## src/rtl/mdio_pkg.sv

```systemverilog
package mdio_pkg;
  localparam int FRAME_BITS = 64;
  localparam int FW         = $clog2(FRAME_BITS);
  localparam int TA_SLOT    = 46;
  localparam int DATA_SLOT  = 48;
  localparam logic [1:0] OPC_RD = 2'b10;
  localparam logic [1:0] OPC_WR = 2'b01;

  // whole frame, slot 0 in the MSB
  function automatic logic [FRAME_BITS-1:0] pack_frame(input logic is_rd,
      input logic [4:0] phy, input logic [4:0] rga, input logic [15:0] wd);
    logic [1:0]  opc;
    logic [1:0]  ta;
    logic [15:0] dat;
    opc = is_rd ? OPC_RD : OPC_WR;
    ta  = is_rd ? 2'b11 : 2'b10;
    dat = is_rd ? 16'h0000 : wd;
    return {32'hFFFF_FFFF, 2'b01, opc, phy, rga, ta, dat};
  endfunction

  // whether the master owns the line in a given slot
  function automatic logic master_drives(input logic is_rd, input int slot);
    return (slot < TA_SLOT) || (!is_rd && slot < FRAME_BITS);
  endfunction
endpackage

```

## src/rtl/mdio_mdc_gen.sv

```systemverilog
module mdio_mdc_gen #(
  parameter int DIV_HALF = 4
) (
  input  logic clk,
  input  logic rst_n,
  input  logic restart_i,
  input  logic run_n_i,
  output logic slot_end_o,
  output logic rise_evt_o,
  output logic mdc_o
);
  localparam int SLOT = 2 * DIV_HALF;
  localparam int DW   = $clog2(SLOT);

  logic [DW-1:0] div_q, div_n;
  logic          mdc_q;

  assign slot_end_o = (div_q == DW'(SLOT - 1));
  assign rise_evt_o = (div_q == DW'(DIV_HALF - 1));

  always_comb begin
    if (restart_i || !run_n_i || slot_end_o) div_n = '0;
    else                                     div_n = div_q + 1'b1;
  end

  always_ff @(posedge clk or negedge rst_n) begin
    if (!rst_n) begin
      div_q <= '0;
      mdc_q <= 1'b0;
    end else begin
      div_q <= div_n;
      mdc_q <= run_n_i && (div_n >= DW'(DIV_HALF));
    end
  end

  assign mdc_o = mdc_q;

  p_rise_on_evt_r3: assert property (@(posedge clk) disable iff (!rst_n)
    $rose(mdc_q) |-> $past(rise_evt_o));
  p_mdc_low_stop_r3: assert property (@(posedge clk) disable iff (!rst_n)
    !run_n_i |=> !mdc_q);
endmodule

```

## src/rtl/mdio_frame_seq.sv

```systemverilog
module mdio_frame_seq
  import mdio_pkg::*;
#(
  parameter int IDLE_BITS = 2
) (
  input  logic        clk,
  input  logic        rst_n,
  input  logic        req_i,
  input  logic        wr_i,
  input  logic [4:0]  phy_i,
  input  logic [4:0]  reg_i,
  input  logic [15:0] wdata_i,
  input  logic        slot_end_i,
  input  logic        rise_evt_i,
  input  logic        mdio_i,
  output logic        accept_o,
  output logic        run_n_o,
  output logic        busy_o,
  output logic        done_o,
  output logic        mdo_o,
  output logic        oe_o,
  output logic [15:0] rdata_o
);
  localparam int TOTAL = FRAME_BITS + IDLE_BITS;
  localparam int BW    = $clog2(TOTAL + 1);

  logic [BW-1:0]         bit_q, bit_n;
  logic [FRAME_BITS-1:0] frame_q, frame_n;
  logic                  rd_q, rd_n;
  logic                  busy_q, busy_n, done_q, mdo_q, mdo_n, oe_q, oe_n;
  logic [15:0]           cap_q;
  logic                  accept, frame_end, grab;

  always_comb begin
    accept    = req_i && !busy_q;
    frame_end = busy_q && slot_end_i && (bit_q == BW'(TOTAL - 1));
    busy_n    = accept || (busy_q && !frame_end);
    if (accept)                    bit_n = '0;
    else if (busy_q && slot_end_i) bit_n = bit_q + 1'b1;
    else                           bit_n = bit_q;
    frame_n = accept ? pack_frame(!wr_i, phy_i, reg_i, wdata_i) : frame_q;
    rd_n    = accept ? !wr_i : rd_q;
    mdo_n   = 1'b0;
    if (busy_n && int'(bit_n) < FRAME_BITS)
      mdo_n = frame_n[FW'(FRAME_BITS - 1 - int'(bit_n))];
    oe_n = busy_n && master_drives(rd_n, int'(bit_n));
    grab = busy_q && rd_q && rise_evt_i &&
           int'(bit_q) >= DATA_SLOT && int'(bit_q) < FRAME_BITS;
  end

  always_ff @(posedge clk or negedge rst_n) begin
    if (!rst_n) begin
      bit_q   <= '0;
      frame_q <= '0;
      rd_q    <= 1'b0;
      busy_q  <= 1'b0;
      done_q  <= 1'b0;
      mdo_q   <= 1'b0;
      oe_q    <= 1'b0;
      cap_q   <= '0;
    end else begin
      bit_q   <= bit_n;
      frame_q <= frame_n;
      rd_q    <= rd_n;
      busy_q  <= busy_n;
      done_q  <= frame_end;
      mdo_q   <= mdo_n;
      oe_q    <= oe_n;
      if (accept)    cap_q <= '0;
      else if (grab) cap_q <= {cap_q[14:0], mdio_i};
    end
  end

  assign accept_o = accept;
  assign run_n_o  = busy_n;
  assign busy_o   = busy_q;
  assign done_o   = done_q;
  assign mdo_o    = mdo_q;
  assign oe_o     = oe_q;
  assign rdata_o  = cap_q;

  p_done_pulse_r2: assert property (@(posedge clk) disable iff (!rst_n)
    done_q |=> !done_q);
  p_done_at_fall_r2: assert property (@(posedge clk) disable iff (!rst_n)
    $fell(busy_q) |-> done_q);
  p_ignore_busy_r11: assert property (@(posedge clk) disable iff (!rst_n)
    (busy_q && req_i) |=> ($stable(frame_q) && $stable(rd_q)));
  p_read_release_r8: assert property (@(posedge clk) disable iff (!rst_n)
    (busy_q && rd_q && int'(bit_q) >= TA_SLOT) |-> !oe_q);
  p_idle_release_r10: assert property (@(posedge clk) disable iff (!rst_n)
    (busy_q && int'(bit_q) >= FRAME_BITS) |-> !oe_q);
  p_rdata_hold_r9: assert property (@(posedge clk) disable iff (!rst_n)
    (!busy_q && !accept) |=> $stable(cap_q));
endmodule

```

## src/rtl/mdio_mgmt_master.sv

```systemverilog
module mdio_mgmt_master #(
  parameter int DIV_HALF  = 4,
  parameter int IDLE_BITS = 2
) (
  input  logic        clk,
  input  logic        rst_n,
  input  logic        req_i,
  input  logic        wr_i,
  input  logic [4:0]  phy_addr_i,
  input  logic [4:0]  reg_addr_i,
  input  logic [15:0] wdata_i,
  output logic        busy_o,
  output logic        done_o,
  output logic [15:0] rdata_o,
  output logic        mdc_o,
  output logic        mdio_o,
  output logic        mdio_oe_o,
  input  logic        mdio_i
);
  logic accept, run_n, slot_end, rise_evt;

  mdio_mdc_gen #(.DIV_HALF(DIV_HALF)) u_clkgen (
    .clk        (clk),
    .rst_n      (rst_n),
    .restart_i  (accept),
    .run_n_i    (run_n),
    .slot_end_o (slot_end),
    .rise_evt_o (rise_evt),
    .mdc_o      (mdc_o)
  );

  mdio_frame_seq #(.IDLE_BITS(IDLE_BITS)) u_seq (
    .clk        (clk),
    .rst_n      (rst_n),
    .req_i      (req_i),
    .wr_i       (wr_i),
    .phy_i      (phy_addr_i),
    .reg_i      (reg_addr_i),
    .wdata_i    (wdata_i),
    .slot_end_i (slot_end),
    .rise_evt_i (rise_evt),
    .mdio_i     (mdio_i),
    .accept_o   (accept),
    .run_n_o    (run_n),
    .busy_o     (busy_o),
    .done_o     (done_o),
    .mdo_o      (mdio_o),
    .oe_o       (mdio_oe_o),
    .rdata_o    (rdata_o)
  );

  p_idle_quiet_r1: assert property (@(posedge clk) disable iff (!rst_n)
    !busy_o |-> (!mdc_o && !mdio_oe_o));
  p_mdo_on_low_r4: assert property (@(posedge clk) disable iff (!rst_n)
    !$stable(mdio_o) |-> !mdc_o);
  p_done_not_busy_r2: assert property (@(posedge clk) disable iff (!rst_n)
    done_o |-> !busy_o);
endmodule

```

## config.mk

```make
export PLATFORM = sky130hd
export DESIGN_NAME = mdio_mgmt_master
export DESIGN_NICKNAME = d
export VERILOG_FILES = /design/src/rtl/mdio_pkg.sv /design/src/rtl/mdio_mdc_gen.sv /design/src/rtl/mdio_frame_seq.sv /design/src/rtl/mdio_mgmt_master.sv
export SDC_FILE = /design/constraint.sdc
export NUM_CORES = 1
export LEC_CHECK = 0
export ABC_AREA = 1
export BUFFER_PORTS_ARGS = -buffer_cell sky130_fd_sc_hd__buf_2
export CORE_ASPECT_RATIO = 1.5
export CORE_MARGIN = 2
export CORE_UTILIZATION = 61
export CTS_BUF_LIST = sky130_fd_sc_hd__clkbuf_2 sky130_fd_sc_hd__clkbuf_4 sky130_fd_sc_hd__clkbuf_8
export DETAILED_ROUTE_END_ITERATION = 12
export PLACE_DENSITY = 0.83
export SYNTH_ARGS = -nofsm -noshare
export SYNTH_HDL_FRONTEND = slang
export SYNTH_SLANG_ARGS = --single-unit
```

## constraint.sdc

```tcl
create_clock -name clk -period 2.2 [get_ports clk]
set_input_delay 0.11 -clock clk [delete_from_list [all_inputs] [get_ports clk]]
set_output_delay 0.11 -clock clk [all_outputs]
set_load 0.02 [all_outputs]
```

==> flow_summary.ini <==
[cells_and_area]
final_cell_mix = 145 x nand2_1, 133 x inv_1, 95 x dfrtp_1
nNetsFinal = 684
utilization = 0.726
syn_to_final_growth_pct = 16.7
layout_commonest_cell = nand2_1
drive_gt1_frac = 0.181
antenna_cells = 0

[timing]
period_share = 0.982
setup_viol = 0
hold_ws_ps = 22.7
hold_viol_final = 0
finClkSkew_ps = 8.64
max-slew-margin-rel = 0.712
fmax_ghz = 0.463
finalMaxSlewViolations = 0
tightest_slew_ps = 432
period_needed_ps = 2160

[critical_path]
crit_slowest_cell = dfrtp_1
reg2reg_depth = 10
cp-startpoint = u_clkgen.div_q[0]
worst_setup_path_end_kind = flip-flop
cpMostUsedCell = ha_4
regToRegSetupSlack_ps = 40
worstPathRequired_ps = 2420
max_stage_delay_ps = 420
r2r-end = u_seq.oe_o
path_cells = ha_4 > ha_4 > nand2_2 > nor2_2 > nand3_1 > o21ai_0 > a21oi_1 > inv_1 > o31ai_1 > a31oi_1
critPathMaxFanout = 4
worstSetupEndpoint = u_seq.oe_o
crit_arrival_ps = 2380
startpoint_type = flip-flop
rr_startpoint = u_clkgen.div_q[0]
crit_type = flip-flop to flip-flop

[worst_hold_path]
holdCritPathClass = input port to flip-flop
min_path_cells = 3

[yosys]
synth_top_family_by_area = simple AND/OR/NAND/NOR gates
ys_ff_latch = 96
yosysSeqAreaShare = 0.511
ys_top_cells_by_area = dfrtp_1 51%, nand2_1 12%, inv_1 11%, nand3_1 9.9%, o21ai_0 4.1%
postSynthCellCount = 584
synthArstFlopShare = 1.00
synthSimpleGateAreaFrac = 0.271
synth-xor-area-share = 0.00186
yosysTopAreaCellShare = 0.511
synth_fa_ha_area_frac = 0.0133
synthMuxAreaShare = 0
synth_compound_area_frac = 0.0566
syn_area_sq_mm = 0.00471
synth.distinct_cells = 34
synth_ff_type = dfrtp_1
syn_nets = 620
ys_warn_count = 0
yosys.area.top_type = dfrtp_1
synth.avg_cell_area_sq_um = 8.06
synth-edff-count = 0

[global_route]
grt_busiest_layer = met2
met1_usage = 0.322
use_met2 = 0.438
antenna_found_initial = 0
met3_usage = 0.0597
grt_usage = 0.272
grt_max_degree = 49
grt_pass1_wl_um = 17400
grt_pass1_vias = 3935
gr-total-overflow = 0

[routing]
drt_first_pass_iters = 5
routed_wl_um = 10700
drtIter0Drc = 252
post-route-drc-count = 0
avgViaCountPerCell = 5.22
vias = 3943
drtAntennaViolNets = 0
drt-wirelength-per-cell_um = 14.1

[clock_tree]
path_clk_slew_ps = 90
root_buffer = clkbuf_8
cts_made_buffers = 9
cts_sinks = 96
clk_latency_ps = 370
clockBufferDepth = 2
cts_tree = done
htreeDepth = 3

[die]
pin_count = 52
core_sq_mm = 0.00756
die_y_um = 112
die_area_sq_mm = 0.00845
start_util = 0.622
fp.dieW_um = 75.7
row_count = 39

[run]
maxCapViolations = 0

[power]
ir_worst_vdd_mv = 0.453
p_leak_nw = 2.91
power_density_mw_per_mm2 = 591
power_mw = 3.25

[place]
port_buffers = 51
dp.final_hpwl_um = 6850
place.gp.congestion = 0.875

[run_status]
status = complete, no violations
==> how the worst min path moves through the flow <==
stage / startpoint / to / slack (ps)
3_5_place_dp: rst_n / u_seq.frame_q[6] / 60
3_3_place_gp: rst_n / u_seq.frame_q[6] / 50
2_1_floorplan: rst_n / u_clkgen.div_q[0] / -190
5_1_grt: phy_addr_i[1] / u_seq.frame_q[24] / 50
6_report: phy_addr_i[4] / u_seq.frame_q[27] / 20
4_1_cts: phy_addr_i[4] / u_seq.frame_q[27] / 10
==> critical path, delay by kind of cell, from the launching register on <==
family                     cells  cell delay, ps
AOI/OAI and AO/OA              4             790
adders and majority gates      2             370
buffers and inverters          1             150
DFF                            1             420
and+or+nand+nor                3             290
==> what timing repair did <==
action                                  CTS  global route
hold endpoints to repair                 28             0
gates resized for setup                   5            10
pin swaps                                 4             3
setup buffers                             3             2
hold buffers                              2             0
gates cloned                              3             0
endpoints found under the setup margin    1             2
==> layout make-up <==
type                       instances  area, sq um
clock inverter                     4         75.1
sequential                        96         2400
tap                              102          128
clock buffer                      12          165
multi-input combinational        328         1710
fill                             561         2070
timing repair buffer              75          480
inverter                         138          528
==> routing by layer <==
metal,up-vias,share of wire
li1,1911,-
met1,1839,0.39
met2,138,0.51
met3,55,0.050
met4,0,0.053
met5,-,0
==> kinds of logic (layout without fill, tap and decap cells) <==
logic type / Yosys count / after routing
simple gates: 269 / 272
buf+inv: 163 / 229
flops: 96 / 96
compound gates: 50 / 50
fa+ha+maj: 5 / 5
xor+xnor: 1 / 1
==> where the power goes <==
part,internal (mW),total (mW),switching [mW]
Sequential,1.78,1.79,0.00679
Combinational,0.0505,0.139,0.0884
Clock,0.733,1.32,0.589
==> flip-flops by register name, indices dropped and copies added, names as in the netlist <==
| signal | count |
|---|---|
| u_seq.done_o | 1 |
| u_seq.oe_o | 1 |
| u_seq.rdata_o | 16 |
| u_clkgen.mdc_o | 1 |
| u_clkgen.div_q | 3 |
| u_seq.bit_q | 7 |
| u_seq.busy_o | 1 |
| u_seq.mdo_o | 1 |
| u_seq.rd_q | 1 |
| u_seq.frame_q | 64 |
==> cell usage after synthesis, types with 2 or more instances <==
cell	n
a21oi_1	2
buf_2	15
buf_4	3
buf_6	6
dfrtp_1	96
ha_1	5
inv_1	133
inv_2	4
nand2_1	145
nand2_2	3
nand3_1	93
nand3_2	2
nand3_4	2
nand4_1	3
nor2_1	10
nor2_8	2
o211ai_1	4
o21ai_0	39
o21ai_1	2
==> per-stage QoR <==
step	setup slack [ps]	cells	TNS (ps)	cell area [sq um]
2_1_floorplan	231	584	0	4710
3_3_place_gp	78.0	729	0	5090
3_5_place_dp	-36.0	729	-36.0	5090
4_1_cts	33.0	753	0	5430
5_1_grt	-5.09	755	-5.09	5490
6_report	40.0	755	0	5490
(Power assumes the default switching activity.)
